`src/rtl/fesc_pkg.sv`:
```
package fesc_pkg;

    typedef enum logic [2:0] {
        OP_NOP     = 3'd0,
        OP_ERASE   = 3'd1,
        OP_SUSPEND = 3'd2,
        OP_RESUME  = 3'd3,
        OP_PROGRAM = 3'd4,
        OP_AUTOSEL = 3'd5
    } op_e;

    typedef enum logic [2:0] {
        ST_IDLE,
        ST_PROG,
        ST_ERASE,
        ST_SUSP_PEND,
        ST_SUSPENDED
    } state_e;

    typedef struct packed {
        logic       from_susp;
        logic [7:0] data;
    } prog_job_t;

    localparam logic [7:0] STAT_ERASING   = 8'h00;
    localparam logic [7:0] STAT_SUSPENDED = 8'h80;
    localparam logic [7:0] ERASED_BYTE    = 8'hFF;

    function automatic logic [7:0] prog_status(input logic [7:0] d);
        return {~d[7], 7'b0};
    endfunction

endpackage

```
`src/rtl/fesc_countdown.sv`:
```
module fesc_countdown #(
    parameter int W    = 8,
    parameter int INIT = 10
) (
    input  logic         clk,
    input  logic         rst,
    input  logic         load,
    input  logic         run,
    output logic         expire,
    output logic [W-1:0] count
);
    localparam logic [W-1:0] ONE = W'(1);

    assign expire = run && !load && (count == ONE);

    always_ff @(posedge clk) begin
        if (rst) begin
            count <= '0;
        end else if (load) begin
            count <= W'(INIT);
        end else if (run && count != '0) begin
            count <= count - ONE;
        end
    end
endmodule

```
`src/rtl/fesc_array.sv`:
```
module fesc_array
    import fesc_pkg::*;
#(
    parameter int ADDR_W = 6,
    parameter int SECT_W = 2
) (
    input  logic                   clk,
    input  logic                   rst,
    input  logic                   wr_en,
    input  logic [ADDR_W-1:0]      wr_addr,
    input  logic [7:0]             wr_data,
    input  logic                   fill_en,
    input  logic [(1<<SECT_W)-1:0] fill_mask,
    input  logic [ADDR_W-1:0]      rd_addr,
    output logic [7:0]             rd_byte
);
    localparam int NBYTES = 1 << ADDR_W;
    localparam int BYTE_W = ADDR_W - SECT_W;

    logic [7:0]        mem [NBYTES];
    logic [NBYTES-1:0] byte_fill;

    for (genvar g = 0; g < NBYTES; g++) begin : g_fill
        localparam logic [ADDR_W-1:0] GA = ADDR_W'(g);
        assign byte_fill[g] = fill_en && fill_mask[GA[ADDR_W-1 -: SECT_W]];
    end

    always_ff @(posedge clk) begin
        if (rst) begin
            for (int i = 0; i < NBYTES; i++) mem[i] <= ERASED_BYTE;
        end else begin
            for (int i = 0; i < NBYTES; i++) begin
                if (byte_fill[i]) begin
                    mem[i] <= ERASED_BYTE;
                end else if (wr_en && wr_addr == ADDR_W'(i)) begin
                    mem[i] <= mem[i] & wr_data;
                end
            end
        end
    end

    assign rd_byte = mem[rd_addr];

    if (BYTE_W < 1) begin : g_bad
        initial $error("sector must hold at least two bytes");
    end
endmodule

```
`src/rtl/flash_erase_ctrl.sv`:
```
module flash_erase_ctrl
    import fesc_pkg::*;
#(
    parameter int         ADDR_W    = 6,
    parameter int         SECT_W    = 2,
    parameter int         ERASE_CYC = 60,
    parameter int         SUSP_LAT  = 5,
    parameter int         PROG_CYC  = 4,
    parameter logic [7:0] ID_BYTE   = 8'hA7
) (
    input  logic              clk,
    input  logic              rst,
    input  logic              cmd_valid,
    input  logic [2:0]        cmd_op,
    input  logic [ADDR_W-1:0] cmd_addr,
    input  logic [7:0]        cmd_data,
    input  logic              rd_en,
    input  logic [ADDR_W-1:0] rd_addr,
    output logic [7:0]        rd_data,
    output logic              busy
);
    localparam int NSECT = 1 << SECT_W;
    localparam int EW    = $clog2(ERASE_CYC + 1);
    localparam int SW    = $clog2(SUSP_LAT + 1);
    localparam int PW    = $clog2(PROG_CYC + 1);

    state_e            st;
    logic [NSECT-1:0]  sel_mask;
    prog_job_t         job;
    logic [ADDR_W-1:0] job_addr;
    logic              id_pend;

    op_e               op;
    logic              c_erase, c_susp, c_resume, c_prog, c_auto;
    logic [SECT_W-1:0] csect, rsect;
    logic [NSECT-1:0]  cmask;
    logic              e_load, s_load, p_load;
    logic              e_done, s_done, p_done;
    logic [EW-1:0]     e_cnt;
    logic [SW-1:0]     s_cnt;
    logic [PW-1:0]     p_cnt;
    logic [7:0]        arr_byte, rd_next;

    assign op       = op_e'(cmd_op);
    assign c_erase  = cmd_valid && op == OP_ERASE;
    assign c_susp   = cmd_valid && op == OP_SUSPEND;
    assign c_resume = cmd_valid && op == OP_RESUME;
    assign c_prog   = cmd_valid && op == OP_PROGRAM;
    assign c_auto   = cmd_valid && op == OP_AUTOSEL;
    assign csect    = cmd_addr[ADDR_W-1 -: SECT_W];
    assign rsect    = rd_addr[ADDR_W-1 -: SECT_W];
    assign cmask    = cmd_data[NSECT-1:0];

    assign e_load = (st == ST_IDLE) && c_erase && (|cmask);
    assign s_load = (st == ST_ERASE) && c_susp && !e_done;
    assign p_load = c_prog && ((st == ST_IDLE) ||
                    ((st == ST_SUSPENDED) && !c_resume && !sel_mask[csect]));

    fesc_countdown #(.W(EW), .INIT(ERASE_CYC)) u_erase_tmr (
        .clk(clk), .rst(rst), .load(e_load),
        .run(st == ST_ERASE || st == ST_SUSP_PEND),
        .expire(e_done), .count(e_cnt));

    fesc_countdown #(.W(SW), .INIT(SUSP_LAT)) u_susp_tmr (
        .clk(clk), .rst(rst), .load(s_load),
        .run(st == ST_SUSP_PEND),
        .expire(s_done), .count(s_cnt));

    fesc_countdown #(.W(PW), .INIT(PROG_CYC)) u_prog_tmr (
        .clk(clk), .rst(rst), .load(p_load),
        .run(st == ST_PROG),
        .expire(p_done), .count(p_cnt));

    fesc_array #(.ADDR_W(ADDR_W), .SECT_W(SECT_W)) u_array (
        .clk(clk), .rst(rst),
        .wr_en(p_done), .wr_addr(job_addr), .wr_data(job.data),
        .fill_en(e_done), .fill_mask(sel_mask),
        .rd_addr(rd_addr), .rd_byte(arr_byte));

    always_ff @(posedge clk) begin
        if (rst) begin
            st       <= ST_IDLE;
            sel_mask <= '0;
            job      <= '0;
            job_addr <= '0;
            id_pend  <= 1'b0;
        end else begin
            if (rd_en) id_pend <= 1'b0;
            if (p_load) begin
                job.data      <= cmd_data;
                job.from_susp <= (st == ST_SUSPENDED);
                job_addr      <= cmd_addr;
            end
            case (st)
                ST_IDLE: begin
                    if (e_load) begin
                        sel_mask <= cmask;
                        id_pend  <= 1'b0;
                        st       <= ST_ERASE;
                    end else if (p_load) begin
                        id_pend  <= 1'b0;
                        st       <= ST_PROG;
                    end else if (c_auto) begin
                        id_pend  <= 1'b1;
                    end
                end
                ST_PROG: begin
                    if (p_done) st <= job.from_susp ? ST_SUSPENDED : ST_IDLE;
                end
                ST_ERASE, ST_SUSP_PEND: begin
                    if (e_done) begin
                        sel_mask <= '0;
                        st       <= ST_IDLE;
                    end else if (s_load) begin
                        st       <= ST_SUSP_PEND;
                    end else if (s_done) begin
                        st       <= ST_SUSPENDED;
                    end
                end
                ST_SUSPENDED: begin
                    if (c_resume)    st <= ST_ERASE;
                    else if (p_load) st <= ST_PROG;
                end
                default: st <= ST_IDLE;
            endcase
        end
    end

    always_comb begin
        case (st)
            ST_ERASE, ST_SUSP_PEND: rd_next = STAT_ERASING;
            ST_PROG:                rd_next = prog_status(job.data);
            ST_SUSPENDED:           rd_next = sel_mask[rsect] ? STAT_SUSPENDED : arr_byte;
            default:                rd_next = id_pend ? ID_BYTE : arr_byte;
        endcase
    end

    always_ff @(posedge clk) begin
        if (rst)        rd_data <= 8'h00;
        else if (rd_en) rd_data <= rd_next;
    end

    assign busy = (st == ST_PROG) || (st == ST_ERASE) || (st == ST_SUSP_PEND);

    p_erase_live_r1: assert property (@(posedge clk) disable iff (rst)
        (st == ST_ERASE) |-> (e_cnt != '0));
    p_susp_bound_r2: assert property (@(posedge clk) disable iff (rst)
        (st == ST_SUSP_PEND) |-> (s_cnt != '0));
    p_hold_count_r3: assert property (@(posedge clk) disable iff (rst)
        (st == ST_SUSPENDED) |=> (e_cnt == $past(e_cnt)));
    p_sel_status_r4: assert property (@(posedge clk) disable iff (rst)
        (st == ST_SUSPENDED && rd_en && sel_mask[rsect]) |=> (rd_data == STAT_SUSPENDED));
    p_prog_return_r5: assert property (@(posedge clk) disable iff (rst)
        (st == ST_PROG && p_done && job.from_susp) |=> (st == ST_SUSPENDED && !busy));
    p_prog_live_r12: assert property (@(posedge clk) disable iff (rst)
        (st == ST_PROG) |-> (p_cnt != '0));
    p_auto_ignored_r6: assert property (@(posedge clk) disable iff (rst)
        (st == ST_SUSPENDED && c_auto) |=> !id_pend);
    p_resume_r7: assert property (@(posedge clk) disable iff (rst)
        (st == ST_SUSPENDED && c_resume) |=> (st == ST_ERASE && busy));
    p_idle_susp_r9: assert property (@(posedge clk) disable iff (rst)
        (st == ST_IDLE && c_susp) |=> (st == ST_IDLE && !busy));
endmodule

```
`config.mk`:
```
export PLATFORM = sky130hd
export DESIGN_NAME = flash_erase_ctrl
export DESIGN_NICKNAME = d
export VERILOG_FILES = /design/src/rtl/fesc_pkg.sv /design/src/rtl/fesc_countdown.sv /design/src/rtl/fesc_array.sv /design/src/rtl/flash_erase_ctrl.sv
export SDC_FILE = /design/constraint.sdc
export NUM_CORES = 1
export LEC_CHECK = 0
export ABC_AREA = 1
export BUFFER_PORTS_ARGS = -buffer_cell sky130_fd_sc_hd__clkbuf_2
export CAP_MARGIN = 20
export CELL_PAD_IN_SITES_DETAIL_PLACEMENT = 1
export CELL_PAD_IN_SITES_GLOBAL_PLACEMENT = 2
export CORE_MARGIN = 5
export CORE_UTILIZATION = 43
export DETAILED_ROUTE_END_ITERATION = 7
export PLACE_DENSITY = 0.85
export SKIP_CTS_REPAIR_TIMING = 1
export SYNTH_ARGS = -nofsm -noshare
export SYNTH_HDL_FRONTEND = slang
export SYNTH_HIERARCHICAL = 1
export SYNTH_SLANG_ARGS = --single-unit
```
`constraint.sdc`:
```
create_clock -name clk -period 6.25 [get_ports clk]
set_input_delay 1.25 -clock clk [delete_from_list [all_inputs] [get_ports clk]]
set_output_delay 1.25 -clock clk [all_outputs]
set_load 0.05 [all_outputs]
```
After elaboration in Yosys (flattened, before gate mapping)
Memories as Yosys holds them, arrays and structs flattened.
Index checks and enable logic that the tools add are counted.
{"block": "op_classes", "reduce_logical": 115, "add_sub_neg": 3, "mux": 428, "n_eq_ne": 79, "n_bitwise": 193, "n_lt_le_gt_ge": 2}
{"cell": "$mux W8", "count": 130}
{"cell": "$and A8 B8 Y8", "count": 64}
{"cell": "$mux W1", "count": 277}
{"cell": "$eq A6 B6 Y1 const B", "count": 32}
{"cell": "$or A1 B1 Y1", "count": 128}
{"cell": "$eq A6 B5 Y1 const B", "count": 16}
{"cell": "$logic_and A1 B1 Y1", "count": 89}
{"cell": "$eq A6 B4 Y1 const B", "count": 8}
{"cell": "$mux W3", "count": 12}
{"cell": "$eq A6 B3 Y1 const B", "count": 4}
{"cell": "$pmux W8 S3", "count": 1}
{"cell": "$eq A3 B1 Y1 const B", "count": 4}
{"cell": "$eq A3 B2 Y1 const B", "count": 4}
{"cell": "$eq A6 B1 Y1 const B", "count": 2}
{"cell": "$eq A6 B2 Y1 const B", "count": 2}
{"cell": "$mux W6", "count": 2}
{"cell": "$pmux W3 S4", "count": 1}
{"cell": "$eq A3 B3 Y1 const B", "count": 3}
{"cell": "$mux W4", "count": 2}
{"cell": "$pmux W4 S2", "count": 1}
{"cell": "$reduce_bool A2 Y1", "count": 4}
{"cell": "$reduce_or A2 Y1", "count": 4}
{"cell": "$logic_not A1 Y1", "count": 6}
{"cell": "$logic_not A6 Y1", "count": 1}
{"cell": "15 further kinds", "count": 23}
{"block": "word_totals", "regBits": 43, "ram_bits": 512, "memories": 1, "inputBits": 27, "elab_cells": 834}
{"name": "u_array.mem", "words": 64, "word_bits": 8, "rd": 65, "rd_clocked_by_memory_dff": 0, "wr": 64, "line_no": "fesc_array.sv:20", "source": "logic [7:0] mem [NBYTES];"}

Logic depth before layout (Yosys ltp)
{"block": "depth", "ltp_word": 16, "ltp_mapped": 18, "depth_no_buf": 18}

By module
Netlist, hierarchy kept.
{"module": "fesc_array", "area_per_inst_um2": 25807.3, "instances": 1, "seq_area_each_um2": 15374.7, "cells_each": 3012}
{"module": "flash_erase_ctrl", "area_per_inst_um2": 1535.2, "instances": 1, "seq_area_each_um2": 620.6, "cells_each": 235}
{"module": "fesc_countdown at u_erase_tmr", "area_per_inst_um2": 401.6, "instances": 1, "seq_area_each_um2": 120.1, "cells_each": 56}
{"module": "fesc_countdown at u_prog_tmr", "area_per_inst_um2": 197.7, "instances": 1, "seq_area_each_um2": 60.1, "cells_each": 29}
{"module": "fesc_countdown at u_susp_tmr", "area_per_inst_um2": 197.7, "instances": 1, "seq_area_each_um2": 60.1, "cells_each": 28}

Least setup slack after synthesis
OpenSTA, ideal clock, no wires.
{"block": "synth_path", "kind": "input port to flip-flop", "from": "input port cmd_op[2]", "to": "memory u_array.mem[0][0] (enable)", "setup_slack_ps": 2389, "n_path_buf": 2, "path_stages": 15, "setup_ps": 384, "t_arrival_ps": 3477, "cell_sequence": "inv_1 -> nand2_1 -> nor2_2 -> nor2_2 -> nand2_2 -> a21boi_4 -> buf_6 -> nor2_1 -> and3_1 -> inv_1 -> nor2_2 -> inv_1 -> a2111o_1 -> buf_4 -> o21ai_0"}
{"item": "start: declaration", "line_no": "flash_erase_ctrl.sv:14", "source": "input logic [2:0] cmd_op,"}
{"item": "end: declaration", "line_no": "fesc_array.sv:20"}

==> impl_metrics.csv <==
group,metric,value,unit
outcome,status,"complete, no violations",
placed_design,place_hpwl,60600,um
routing,wl_per_cell,22.0,um
floorplan,initial_core_util,0.436,
routing,routed_via_density,5.52,
layout,area_delta_synth_final,9.66,%
routing,ant_nets,0,
floorplan,rows,93,
layout,drive_gt1_frac,0.0727,
clocking,cts_root_buf,"clkbuf_16",
power_and_ir_drop,static-leakage-power,0.0103,uW
setup_path,path_cells,"clkbuf_2, inv_1, nand2_1, nor2_2, nor2_2, nand2_2, a21boi_4, nor2_1, and3_1, inv_1, nor2_2, inv_1, a2111o_2, buf_4, o21ai_0",
clocking,cts_buffer_depth,3,
layout,fin_nets,3362,
sta,holdWs,0.472,ns
placed_design,place_congestion,0.868,
setup_path,critPathCapture,"u_array/mem[9][3]",
floorplan,pin_count,36,
clocking,cts_sinks,555,
setup_path,max_stage_delay,0.89,ns
yosys,synth_edf_count,512,
grt,grt_overflow,0,
placed_design,post-place-ws,1.20,ns
sta,fin_crit,4.37,ns
sta,hold_violations,0,
sta,fin_skew,0.0135,ns
clocking,numCtsBuffers,61,
floorplan,core_area,64600,um^2
yosys,yosysWarnings,6,
worst_hold_path,min_from,"rd_data[0]",
floorplan,die_x,266,um
setup_path,crit_path_start_kind,"input port",
yosys,ys_ff_latch,555,
grt,grtUsageTotal,0.255,
routing,vias,23343,
clocking,clk_pin_slew,0.06,ns
yosys,syn_avg_cell_area,8.37,um^2
sta,slew_headroom,0.255,
yosys,seq_area_frac_synth,0.577,
floorplan,die_area,70700,um^2
sta,fin_ws,1.88,ns
sta,worst_pin_slew,1.11,ns
setup_path,cp.required,6.49,ns
grt,grt_max_degree,101,
layout,n_antenna_cell,0,
yosys,synthFlopType,"edfxtp_1",
sta,grt_setup_unrepaired,"false",
worst_hold_path,holdCritPathClass,"reg2reg",
grt,met3_usage,0.0281,
layout,final_common_cell,"nand2_1",
routing,finalWirelength,92900,um
yosys,synth_nets,3395,
setup_path,critPathSlowestCell,"o21ai_0",
power_and_ir_drop,vdd_ir_drop_max,0.000207,V
yosys,yosysUniqueCellTypes,41,
yosys,syn_area,28100,um^2
layout,final_cell_mix,"nand2_1, edfxtp_1, nand3_1",
clocking,h-tree-depth,2,
routing,dr.pass1.iters,5,
grt,grt_pass1_vias,23694,
setup_path,worstSetupPathType,"in2reg",
grt,use_met1,0.360,
setup_path,arrival,4.61,ns
placed_design,port_buffers,35,
sta,setup_viol,0,
setup_path,reg2regPathDepth,13,
layout,nFillCells,7695,
grt,grt_busiest_layer,"met2",
yosys,synthCells,3360,
setup_path,crit_fanout,19,
sta,max_freq,0.229,GHz
sta,period_share,0.700,
layout,post-route-util,0.478,
clocking,clk_latency,0.62,ns
floorplan,fp.dieH,266,um
clocking,tritoncts,"done",
setup_path,ff2ff_setup_slack,2.18,ns
power_and_ir_drop,powerDensity,267,nW/um^2
yosys,synth-async-reset-ratio,0,
sta,slew_viol_final,0,
routing,drc,0,
grt,grt_pass1_wl,142000,um
setup_path,r2r_start,"st[0]",
setup_path,startpoint,"cmd_op[2]",
routing,drt_iter0_drc,2109,
setup_path,r2r_end,"u_array/mem[9][3]",
sta,tns,0,ns
run,cap_violations,0,
grt,met2_usage,0.426,
setup_path,end_kind,"flip-flop",
grt,antenna_found_initial,0,
cell families (layout without fill, tap and decap cells):
| logic type | after synthesis | count (layout) | share of synthesized area |
|---|---|---|---|
| simple gates | 2404 | 2404 | 0.356 |
| flops | 555 | 555 | 0.577 |
| buf+inv | 290 | 302 | 0.0427 |
| compound gates | 102 | 102 | 0.0202 |
| fa+ha+maj | 8 | 8 | 0.00356 |
| xor+xnor | 1 | 1 | 0.000311 |
state kept, by name, summed over array words and instances (netlist names):
register           cells
job_addr               6
u_prog_tmr/count       3
rd_data                8
u_erase_tmr/count      6
id_pend                1
u_array/mem          512
sel_mask               4
job                    9
u_susp_tmr/count       3
st                     3
worst max-delay path: cells and delay by family:
| family | cells | cell delay (ns) |
|---|---|---|
| compound gates | 3 | 1.76 |
| simple gates | 7 | 0.83 |
| buf+inv | 5 | 0.72 |
how the worst min path moves through the flow:
stage / endpoint / cells after the start
finish: rd_data[0] / 2
global placement: rd_data[2] / 2
global route: rd_data[2] / 2
CTS: rd_data[0] / 2
floorplan: job[0] / 2
detailed placement: rd_data[0] / 2
cells in the mapped netlist (2+ instances only):
library cell     n  area (um^2)
nand2_1       1767         6630
edfxtp_1       512        15400
nand3_1        455         2280
nor2_1         121          454
clkbuf_1        98          368
inv_1           97          364
buf_2           64          320
o21ai_0         60          300
dfxtp_1         43          861
buf_1           18         67.6
nor3_2          16          160
a21oi_1         15         75.1
nor2_8          14          280
o21ai_1         13         65.1
ha_1             8          100
inv_2            8         30.0
nand2_2          7         43.8
nor2_2           7         43.8
nand4_1          5         31.3
buf_6            4         45.0
a21o_1           3         22.5
a31oi_1          2         12.5
and3_1           2         12.5
nor2_4           2         22.5
nor3_1           2         10.0
or2_2            2         12.5
metal layers:
layer,routed length [um],share of wire
met1,41400,0.45
met2,44000,0.47
met3,5380,0.058
met4,2240,0.024
met5,0,0
report_power, final:
group | leakage [uW] | switching, uW | internal [uW]
clock network | 0.000911 | 1490 | 1950
registers | 0.00382 | 41.2 | 4050
logic | 0.00557 | 541 | 178
through the flow:
stage | power (uW) | std cells | area [um^2]
global placement | 4860 | 4092 | 28900
finish | 8250 | 4227 | 30900
global route | 8550 | 4227 | 30900
floorplan | 4620 | 3360 | 28100
CTS | 8320 | 4201 | 30700
detailed placement | 4880 | 4093 | 28900
layout make-up:
| type | count | area (um^2) | area share |
|---|---|---|---|
| clock buffer | 82 | 1650 | 0.0533 |
| clock inverter | 26 | 200 | 0.00649 |
| tap | 855 | 1070 | 0.0347 |
| inverter | 105 | 402 | 0.0130 |
| timing repair buffer | 89 | 564 | 0.0183 |
| multi-input combinational | 2515 | 10700 | 0.347 |
| sequential | 555 | 16300 | 0.527 |
No activity file was read; power rests on OpenSTA's default activity.
